==> config.mk <==
export PLATFORM = sky130hd
export DESIGN_NAME = word_pair_alu
export DESIGN_NICKNAME = d
export VERILOG_FILES = /design/src/rtl/wpa_pkg.sv /design/src/rtl/wpa_adder.sv /design/src/rtl/wpa_flag_sel.sv /design/src/rtl/word_pair_alu.sv
export SDC_FILE = /design/constraint.sdc
export NUM_CORES = 1
export LEC_CHECK = 0
export ABC_AREA = 0
export CELL_PAD_IN_SITES_DETAIL_PLACEMENT = 1
export CELL_PAD_IN_SITES_GLOBAL_PLACEMENT = 1
export CORE_MARGIN = 10
export CORE_UTILIZATION = 37
export DETAILED_ROUTE_END_ITERATION = 16
export HOLD_SLACK_MARGIN = 0.15
export PLACE_DENSITY = 0.8
export SETUP_SLACK_MARGIN = 0.15
export SYNTH_ARGS = -nofsm -noshare
export SYNTH_HDL_FRONTEND = slang
export SYNTH_SLANG_ARGS = --single-unit
==> constraint.sdc <==
create_clock -name clk -period 6.5 [get_ports clk]
set_input_delay 1.3 -clock clk [delete_from_list [all_inputs] [get_ports clk]]
set_output_delay 1.3 -clock clk [all_outputs]
set_load 0.02 [all_outputs]
==> src/rtl/wpa_pkg.sv <==
// Shared types for the register-pair word unit.
// Assumes a five-bit flag vector ordered {N,V,H,Z,C} from bit 4 down to 0.
package wpa_pkg;
    typedef enum logic [2:0] {
        OP_LOAD  = 3'd0,
        OP_STORE = 3'd1,
        OP_ADD   = 3'd2,
        OP_SUB   = 3'd3,
        OP_CMP   = 3'd4,
        OP_INC   = 3'd5,
        OP_DEC   = 3'd6,
        OP_RSVD  = 3'd7
    } op_e;

    localparam int FLAG_W = 5;
    localparam int FL_N   = 4;
    localparam int FL_V   = 3;
    localparam int FL_H   = 2;
    localparam int FL_Z   = 1;
    localparam int FL_C   = 0;
endpackage

==> src/rtl/wpa_adder.sv <==
// Split carry-chain adder: a + b + cin over W bits.
// Reports the carry out of the top bit, the carry out of bit HB-1 (half carry)
// and the two's-complement overflow. Assumes 0 < HB < W.
module wpa_adder #(
    parameter int W  = 16,
    parameter int HB = 12
) (
    input  logic [W-1:0] a,
    input  logic [W-1:0] b,
    input  logic         cin,
    output logic [W-1:0] sum,
    output logic         cout,
    output logic         hcarry,
    output logic         ovf
);
    localparam int UW = W - HB;

    logic [HB:0] low_part;
    logic [UW:0] high_part;

    // Lower segment up to the half-carry boundary.
    always_comb low_part = {1'b0, a[HB-1:0]} + {1'b0, b[HB-1:0]} + {{HB{1'b0}}, cin};

    // Upper segment fed by the lower segment's carry.
    always_comb high_part = {1'b0, a[W-1:HB]} + {1'b0, b[W-1:HB]} + {{UW{1'b0}}, low_part[HB]};

    // Assemble outputs and derive signed overflow.
    always_comb begin
        sum    = {high_part[UW-1:0], low_part[HB-1:0]};
        cout   = high_part[UW];
        hcarry = low_part[HB];
        ovf    = (a[W-1] == b[W-1]) && (sum[W-1] != a[W-1]);
    end
endmodule

==> src/rtl/wpa_flag_sel.sv <==
// Per-operation flag update: each flag takes the freshly computed value when
// the operation affects it, otherwise it keeps the incoming value.
// Assumes the flag order of wpa_pkg.
module wpa_flag_sel
    import wpa_pkg::*;
#(
    parameter int W = 16
) (
    input  op_e               op,
    input  logic [FLAG_W-1:0] flags_in,
    input  logic [W-1:0]      res,
    input  logic              cout,
    input  logic              hcarry,
    input  logic              ovf,
    output logic [FLAG_W-1:0] flags_out
);
    logic [FLAG_W-1:0] fresh;
    logic [FLAG_W-1:0] upd_mask;

    // Freshly computed flag values for the current result.
    always_comb begin
        fresh       = '0;
        fresh[FL_N] = res[W-1];
        fresh[FL_V] = ovf;
        fresh[FL_H] = hcarry;
        fresh[FL_Z] = (res == '0);
        fresh[FL_C] = cout;
    end

    // Which flags each operation is allowed to change.
    always_comb begin
        case (op)
            OP_LOAD, OP_INC, OP_DEC: upd_mask = 5'b10010;
            OP_ADD, OP_SUB:          upd_mask = 5'b11111;
            OP_CMP:                  upd_mask = 5'b10011;
            default:                 upd_mask = 5'b00000;
        endcase
    end

    for (genvar i = 0; i < FLAG_W; i++) begin : g_flag
        assign flags_out[i] = upd_mask[i] ? fresh[i] : flags_in[i];
    end
endmodule

==> src/rtl/word_pair_alu.sv <==
// Word operations on the {Y,A} register pair against a direct-page word.
// One shared adder serves add, subtract, compare, increment and decrement;
// outputs are registered one cycle after op_valid. Assumes the caller performs
// both byte accesses and writes flags_out back unconditionally.
module word_pair_alu
    import wpa_pkg::*;
#(
    parameter int BYTE_W = 8
) (
    input  logic                clk,
    input  logic                rst_n,
    input  logic                op_valid,
    input  logic [2:0]          op_code,
    input  logic [BYTE_W-1:0]   reg_lo,
    input  logic [BYTE_W-1:0]   reg_hi,
    input  logic [2*BYTE_W-1:0] mem_word,
    input  logic [4:0]          flags_in,
    output logic                res_valid,
    output logic [2*BYTE_W-1:0] result,
    output logic                pair_we,
    output logic                mem_we,
    output logic [4:0]          flags_out
);
    localparam int WORD_W   = 2 * BYTE_W;
    localparam int HALF_BIT = WORD_W - 4;

    op_e               op;
    op_e               op_q;
    logic [WORD_W-1:0] pair;
    logic [WORD_W-1:0] opa;
    logic [WORD_W-1:0] opb;
    logic              cin;
    logic [WORD_W-1:0] sum;
    logic              cout;
    logic              hcarry;
    logic              ovf;
    logic [WORD_W-1:0] result_d;
    logic              pair_we_d;
    logic              mem_we_d;
    logic [FLAG_W-1:0] flags_d;

    assign op   = op_e'(op_code);
    assign pair = {reg_hi, reg_lo};

    // Steer adder operands: subtract uses inverted mem with carry-in 1.
    always_comb begin
        opa = pair;
        opb = mem_word;
        cin = 1'b0;
        case (op)
            OP_SUB, OP_CMP: begin opb = ~mem_word; cin = 1'b1; end
            OP_INC:         begin opa = mem_word; opb = '0; cin = 1'b1; end
            OP_DEC:         begin opa = mem_word; opb = '1; end
            default:        ;
        endcase
    end

    wpa_adder #(.W(WORD_W), .HB(HALF_BIT)) u_adder (
        .a(opa), .b(opb), .cin(cin),
        .sum(sum), .cout(cout), .hcarry(hcarry), .ovf(ovf)
    );

    // Choose the result word and its destination.
    always_comb begin
        result_d  = '0;
        pair_we_d = 1'b0;
        mem_we_d  = 1'b0;
        case (op)
            OP_LOAD:        begin result_d = mem_word; pair_we_d = 1'b1; end
            OP_STORE:       begin result_d = pair;     mem_we_d  = 1'b1; end
            OP_ADD, OP_SUB: begin result_d = sum;      pair_we_d = 1'b1; end
            OP_CMP:         result_d = sum;
            OP_INC, OP_DEC: begin result_d = sum;      mem_we_d  = 1'b1; end
            default:        ;
        endcase
    end

    wpa_flag_sel #(.W(WORD_W)) u_flags (
        .op(op), .flags_in(flags_in), .res(result_d),
        .cout(cout), .hcarry(hcarry), .ovf(ovf), .flags_out(flags_d)
    );

    // Output register stage; strobes pulse only with an accepted operation.
    always_ff @(posedge clk) begin
        if (!rst_n) begin
            res_valid <= 1'b0;
            pair_we   <= 1'b0;
            mem_we    <= 1'b0;
            result    <= '0;
            flags_out <= '0;
            op_q      <= OP_RSVD;
        end else begin
            res_valid <= op_valid;
            pair_we   <= op_valid && pair_we_d;
            mem_we    <= op_valid && mem_we_d;
            if (op_valid) begin
                result    <= result_d;
                flags_out <= flags_d;
                op_q      <= op;
            end
        end
    end

    p_load_copy_r1: assert property (@(posedge clk) disable iff (!rst_n)
        op_valid && op == OP_LOAD |=> result == $past(mem_word) && pair_we);

    p_store_flags_r2: assert property (@(posedge clk) disable iff (!rst_n)
        op_valid && op == OP_STORE |=> flags_out == $past(flags_in) && mem_we);

    p_cmp_silent_r5: assert property (@(posedge clk) disable iff (!rst_n)
        res_valid && op_q == OP_CMP |-> !pair_we && !mem_we);

    p_incdec_keep_r6: assert property (@(posedge clk) disable iff (!rst_n)
        op_valid && (op == OP_INC || op == OP_DEC)
        |=> flags_out[FL_V:FL_H] == $past(flags_in[FL_V:FL_H])
            && flags_out[FL_C] == $past(flags_in[FL_C]));

    p_latency_r7: assert property (@(posedge clk) disable iff (!rst_n)
        op_valid |=> res_valid);

    p_we_exclusive_r7: assert property (@(posedge clk) disable iff (!rst_n)
        $onehot0({pair_we, mem_we}));

    p_we_needs_valid_r7: assert property (@(posedge clk) disable iff (!rst_n)
        (pair_we || mem_we) |-> res_valid);
endmodule

# After elaboration in Yosys (flattened, before gate mapping)
# Cells that the tools add are included.
[word_totals]
word_cells = 43
register_bits = 24
[classes]
bitwise = 1
n_mux = 12
n_reduce_logical = 13
n_addsub = 4
eq_ne = 8
[op_table]
columns = ["cell", "n"]
rows = [
  ["case mux 16 bit (3 select lines)", 2],
  ["zero test 16 bit", 1],
  ["two-way mux 16 bit", 1],
  ["NOT 16 bit", 1],
  ["case mux 5 bit (3 select lines)", 1],
  ["adder 12 x 12 -> 13 bit", 1],
  ["adder 13 x 1 -> 13 bit", 1],
  ["OR reduction 3 bit", 4],
  ["== test 3 bit, second input constant", 3],
  ["two-way mux 1 bit", 8],
  ["== test 3 x 2 -> 1 bit, second input constant", 2],
  ["OR reduction 2 bit", 3],
  ["adder 4 x 4 -> 5 bit", 1],
  ["adder 5 x 1 -> 5 bit", 1],
  ["OR reduction 5 bit", 1],
  ["== test 3 x 1 -> 1 bit, second input constant", 1],
  ["logical AND 1 bit", 3],
  ["zero test 3 bit", 1],
  ["== test 1 bit", 1],
  ["!= test 1 bit", 1],
]

# Depth between registers and ports, before layout
# Gate-level depths: netlist (run 1).
[logic_depth]
depth_word = 9
mapped_depth = 24

# By module
# A second synthesis (run 1) with hierarchy kept.
[unflattened]
hier_cells = 392
area_unflattened_um2 = 3325.7
[modules_own_cells]
columns = ["mod", "n_inst", "area_per_inst_um2", "cells_per_inst"]
rows = [
  ["word_pair_alu", 1, 2379.8, 277],
  ["wpa_adder", 1, 810.8, 99],
  ["wpa_flag_sel", 1, 135.1, 16],
]

# Worst setup path after synthesis (run 1)
# No wires, ideal clock.
[synth_timing]
path_kind = "input to register"
from = "input op_code[0]"
to = "register flags_out[1]"
required_time_ns = 6.431
slack_ns = 0.410
setup_time_ns = 0.069
path_stages = 22
arrival_time_ns = 6.021
path_cell_list = "buf_2 buf_1 clkbuf_1 buf_1 a21oi_1 fa_1 fa_1 nor2b_1 o221ai_1 a211oi_1 o31ai_1 nand2b_1 a21oi_1 fa_1 inv_1 fa_1 o22ai_1 a21oi_1 or4_1 nor4_2 nand4b_1 o21ai_1"
[synth_between]
elab_chain_cells = 9
[synth_rtl]
columns = ["item", "line_no", "source"]
rows = [
  ["start, declared", "word_pair_alu.sv:13", "input logic [2:0] op_code,"],
  ["== test 3 x 2 -> 1 bit or == test 3 bit (tied branches)", "wpa_flag_sel.sv:32, word_pair_alu.sv:50, word_pair_alu.sv:68", ""],
  ["OR reduction 2 bit, on equally long branches", "n/a", ""],
  ["case mux 16 bit (3 select lines) or two-way mux 16 bit (tied branches)", "word_pair_alu.sv:50", "case (op)"],
  ["adder 12 x 12 -> 13 bit", "wpa_adder.sv:22", "always_comb low_part = {1'b0, a[HB-1:0]} + {1'b0, b[HB-1:0]} + {{HB{1'b0}}, cin};"],
  ["adder 13 x 1 -> 13 bit", "wpa_adder.sv:22", ""],
  ["adder 5 x 1 -> 5 bit", "wpa_adder.sv:25", "always_comb high_part = {1'b0, a[W-1:HB]} + {1'b0, b[W-1:HB]} + {{UW{1'b0}}, low_part[HB]};"],
  ["case mux 16 bit (3 select lines)", "word_pair_alu.sv:68", "case (op)"],
  ["zero test 16 bit", "wpa_flag_sel.sv:26", "fresh[FL_Z] = (res == '0);"],
  ["two-way mux 1 bit (*)", "wpa_flag_sel.sv:41", "assign flags_out[i] = upd_mask[i] ? fresh[i] : flags_in[i];"],
  ["end signal, assigned", "word_pair_alu.sv:98", "flags_out <= flags_d;"],
  ["end, declared", "word_pair_alu.sv:22", "output logic [4:0] flags_out"],
]
# Every way passes the cells marked *; elsewhere a longest branch is shown, timed or not.
# A chain may end at the register's enable or synchronous reset.

# Worst setup path after layout (run 1)
[layout_timing]
from = "input mem_word[0]"
to = "register flags_out[1]"
[layout_between]
elab_chain_cells = 8
[layout_rtl]
columns = ["item", "line_no", "source"]
rows = [
  ["start, declared", "word_pair_alu.sv:16", "input logic [2*BYTE_W-1:0] mem_word,"],
  ["NOT 16 bit", "word_pair_alu.sv:51", "OP_SUB, OP_CMP: begin opb = ~mem_word; cin = 1'b1; end"],
  ["case mux 16 bit (3 select lines)", "word_pair_alu.sv:50", ""],
  ["adder 12 x 12 -> 13 bit", "wpa_adder.sv:22", ""],
  ["adder 13 x 1 -> 13 bit", "wpa_adder.sv:22", ""],
  ["adder 5 x 1 -> 5 bit", "wpa_adder.sv:25", ""],
  ["case mux 16 bit (3 select lines) (*)", "word_pair_alu.sv:68", ""],
  ["zero test 16 bit (*)", "wpa_flag_sel.sv:26", ""],
  ["two-way mux 1 bit (*)", "wpa_flag_sel.sv:41", ""],
]
# Marks and branches as above.

==> impl_metrics.yaml, run 1 <==
sta:
  finClkSkew_ns: 0
  fin_hold_ws_ns: 0.482
  worst-slew-pin-transition_ns: 0.717
  setup_tns_ns: 0
  hold_viol: 0
  slew_headroom_pct: 52.2
  period_needed_ns: 5.91
  fmax_ghz: 0.169
  finalSetupViolations: 0
  finalMaxSlewViolations: 0
  finalCritPeriodShare_pct: 91.0
  grt_setup_unrepaired: "no"
finish:
  diodes: 0
  area_growth_pct: 31.8
  final_area_um2: 3650
  drive_gt1_share_pct: 12.1
  fin_nets: 483
die:
  fp.dieH_um: 107
  io_pins: 67
  core_area_um2: 7250
  num_rows: 31
  die_w_um: 107
  die-area_um2: 11400
  initial_utilization_pct: 38.2
logic_synthesis:
  synth_edf_count: 0
  synth_fp_nets: 421
  synthFlopType: "dfxtp_1"
  synth_async_sr_flop_share_pct: 0
  ys_ff_latch: 24
  syn_avg_cell_area_um2: 7.70
  ys_seq_area_share_pct: 17.3
  yosys_warnings: 0
  ys_types: 59
  syn-instance-count: 360
  synthesis.area_um2: 2770
routing:
  dr.pass1.iters: 4
  antenna_left: 0
  drc: 0
  via_per_inst: 5.84
  wirelength_um: 10200
  wl_per_cell_um: 19.7
  drtIter0Drc: 87
  via_count: 3030
worst_hold_path:
  min_path_type: "register to register"
clocking:
  path_clk_slew_ns: 0.08
  cts_hold_buf: 0
  cts_buffers: 3
  cts-root-buf: "clkbuf_8"
  cts_sinks: 24
  cts_setup_buffers: 0
  htreeDepth: 1
  clkLatencyLatePin_ns: 0.26
  cts.repair.resized: 0
  cts_tree: "yes"
  clock_path_buffers: 2
setup_path:
  r2r_cells: 2
  required_ns: 6.69
  cp-end-kind: "register"
  r2r_slack_ns: 5.77
  endpoint: "flags_out[1]"
  startpoint_type: "input pin"
  criticalPathCategory: "input pin to register"
  crit_start: "mem_word[0]"
  timing.rr.end: "result[5]"
  r2r-start: "result[5]"
  worstPathMaxFanout: 6
  worst_ep_arrival_time_ns: 6.11
placement:
  gp_congestion: 0.889
  postPlaceCellArea_um2: 3560
  port_buffers: 66
  dp_hpwl_um: 8120
global_route:
  track_usage_pct: 17.2
  grt_overflow: 0
  antenna_found_initial: 0
  grt_pass1_vias: 3152
  grt_pass1_wl_um: 16300
  grt_max_degree: 28
power:
  p_leak_uw: 0.00147
  powerDensity_nw_per_um2: 172
  totalPowerFinal_uw: 629
  ir_drop_mv: 0.121
run_status:
  status: "completed"
job:
  max-cap-violations: 0
[Yosys cell counts, types with 2 or more instances]
cell type	instances	share of area, %
a211oi_1	5	1.4
a21oi_1	14	2.5
a221oi_1	8	2.5
a22o_1	2	0.63
a22oi_1	14	3.8
a31oi_1	2	0.45
and2_1	2	0.45
and3_1	2	0.45
buf_1	4	0.54
buf_2	3	0.54
buf_6	2	0.81
clkbuf_1	15	2.0
dfxtp_1	24	17
fa_1	4	2.9
ha_1	14	6.3
inv_1	9	1.2
mux2_2	20	8.1
mux2i_1	30	11
nand2_1	28	3.8
nand2b_1	4	0.90
nand3_1	3	0.54
nand4_1	3	0.68
nor2_1	34	4.6
nor2b_1	9	2.0
nor3_1	9	1.6
o211ai_1	3	0.81
o21a_1	4	1.1
o21ai_0	15	2.7
o21ai_1	30	5.4
o221ai_1	2	0.63
o22ai_1	2	0.45
o2bb2ai_1	2	0.63
or2_1	2	0.45
or3_1	4	0.90
or4_1	3	0.81
xnor2_1	5	1.6
xor2_1	2	0.63
[critical path: stages]
cell,delay (ns)
clkdlybuf4s50_1,0.60
nand2_1,0.08
o21ai_0,0.08
a22o_1,0.15
a21oi_1,0.06
fa_1,0.44
fa_1,0.45
nor2b_2,0.17
o221ai_2,0.15
a211oi_2,0.33
o31ai_2,0.11
nand2b_1,0.09
a21oi_2,0.08
fa_1,0.39
inv_1,0.08
fa_1,0.41
o22ai_1,0.17
a21oi_1,0.07
or4_1,0.43
nor4_2,0.18
nand4b_1,0.14
o21ai_1,0.15
[report_power, final]
group | internal (uW) | switching, uW | total, uW
sequential | 163 | 7.99 | 171
clock | 41.4 | 44.7 | 86.1
combinational | 171 | 201 | 372
[worst min path at each step]
stage / startpoint / cells after the start / slack (ns) / endpoint
final: result[2] / 2 / 0.48 / result[2]
after global placement: result[2] / 2 / 0.46 / result[2]
after floorplan: result[2] / 2 / 0.54 / result[2]
after detailed placement: result[2] / 2 / 0.47 / result[2]
after CTS: result[2] / 2 / 0.49 / result[2]
after global routing: result[2] / 2 / 0.49 / result[2]
[cell type report]
| type | count | area, um^2 |
|---|---|---|
| clock buffers | 3 | 41.3 |
| fillers | 907 | 3600 |
| inverters | 10 | 37.5 |
| multi-input cells | 302 | 2180 |
| flip-flops and latches | 24 | 480 |
| well taps | 99 | 124 |
| repair buffers | 81 | 792 |
[metrics by stage]
step / worst slack [ns] / util [%] / std cells
final: 0.586 / 50.4 / 519
after global placement: 0.128 / 49.1 / 516
after CTS: 0.168 / 49.7 / 519
after global routing: 0.233 / 50.4 / 519
after floorplan: 0.410 / - / 360
after detailed placement: -0.0618 / 49.1 / 516
[registers in the layout, indices dropped and copies added (netlist names)]
| signal | cells |
|---|---|
| flags_out | 5 |
| mem_we | 1 |
| pair_we | 1 |
| res_valid | 1 |
| result | 16 |
[routing by layer]
| layer | routed length (um) | GRT usage (%) |
|---|---|---|
| met5 | 0 | 0 |
| met4 | 155 | 3.38 |
| met3 | 428 | 2.66 |
| met2 | 5350 | 32.6 |
| met1 | 4270 | 19.8 |
[cell families after synthesis]
| logic type | count (synthesis) | synth area share [%] |
|---|---|---|
| DFF | 24 | 17.3 |
| xor gates and xnor gates | 7 | 2.21 |
| AOI/OAI and AO/OA | 115 | 27.0 |
| muxes | 50 | 19.0 |
| and+or+nand+nor | 112 | 20.0 |
| adders and majority gates | 18 | 9.21 |
| buffers and inverters | 34 | 5.28 |
[layout by cell type, fill, tap and decap left out, types with 4 or more instances in the layout]
cell,instances
a21oi_1,13
a221oi_1,8
a22oi_1,14
buf_4,13
clkdlybuf4s50_1,63
dfxtp_1,24
fa_1,4
ha_1,14
inv_1,9
mux2_2,20
mux2i_1,30
nand2_1,28
nand2b_1,4
nor2_1,33
nor2b_1,7
nor3_1,9
o21a_1,4
o21ai_0,15
o21ai_1,30
or3_1,4
xnor2_1,5
No activity file was read; power rests on OpenSTA's default activity.
==> inputs of run 2 (changes only) <==
--- a/config.mk
+++ b/config.mk
@@ -14,6 +14,7 @@
 export HOLD_SLACK_MARGIN = 0.15
 export PLACE_DENSITY = 0.8
 export SETUP_SLACK_MARGIN = 0.15
+export SKIP_CTS_REPAIR_TIMING = 1
 export SYNTH_ARGS = -nofsm -noshare
 export SYNTH_HDL_FRONTEND = slang
 export SYNTH_SLANG_ARGS = --single-unit
==> results of run 2 <==
The final DEF is identical to that of run 1; final timing and power are the same.
==> inputs of run 3 (changes only) <==
--- a/config.mk
+++ b/config.mk
@@ -14,7 +14,6 @@
 export HOLD_SLACK_MARGIN = 0.15
 export PLACE_DENSITY = 0.8
 export SETUP_SLACK_MARGIN = 0.15
-export SKIP_CTS_REPAIR_TIMING = 1
 export SYNTH_ARGS = -nofsm -noshare
 export SYNTH_HDL_FRONTEND = slang
 export SYNTH_SLANG_ARGS = --single-unit
==> results of run 3 <==
The final DEF is identical to that of run 1; final timing and power are the same.
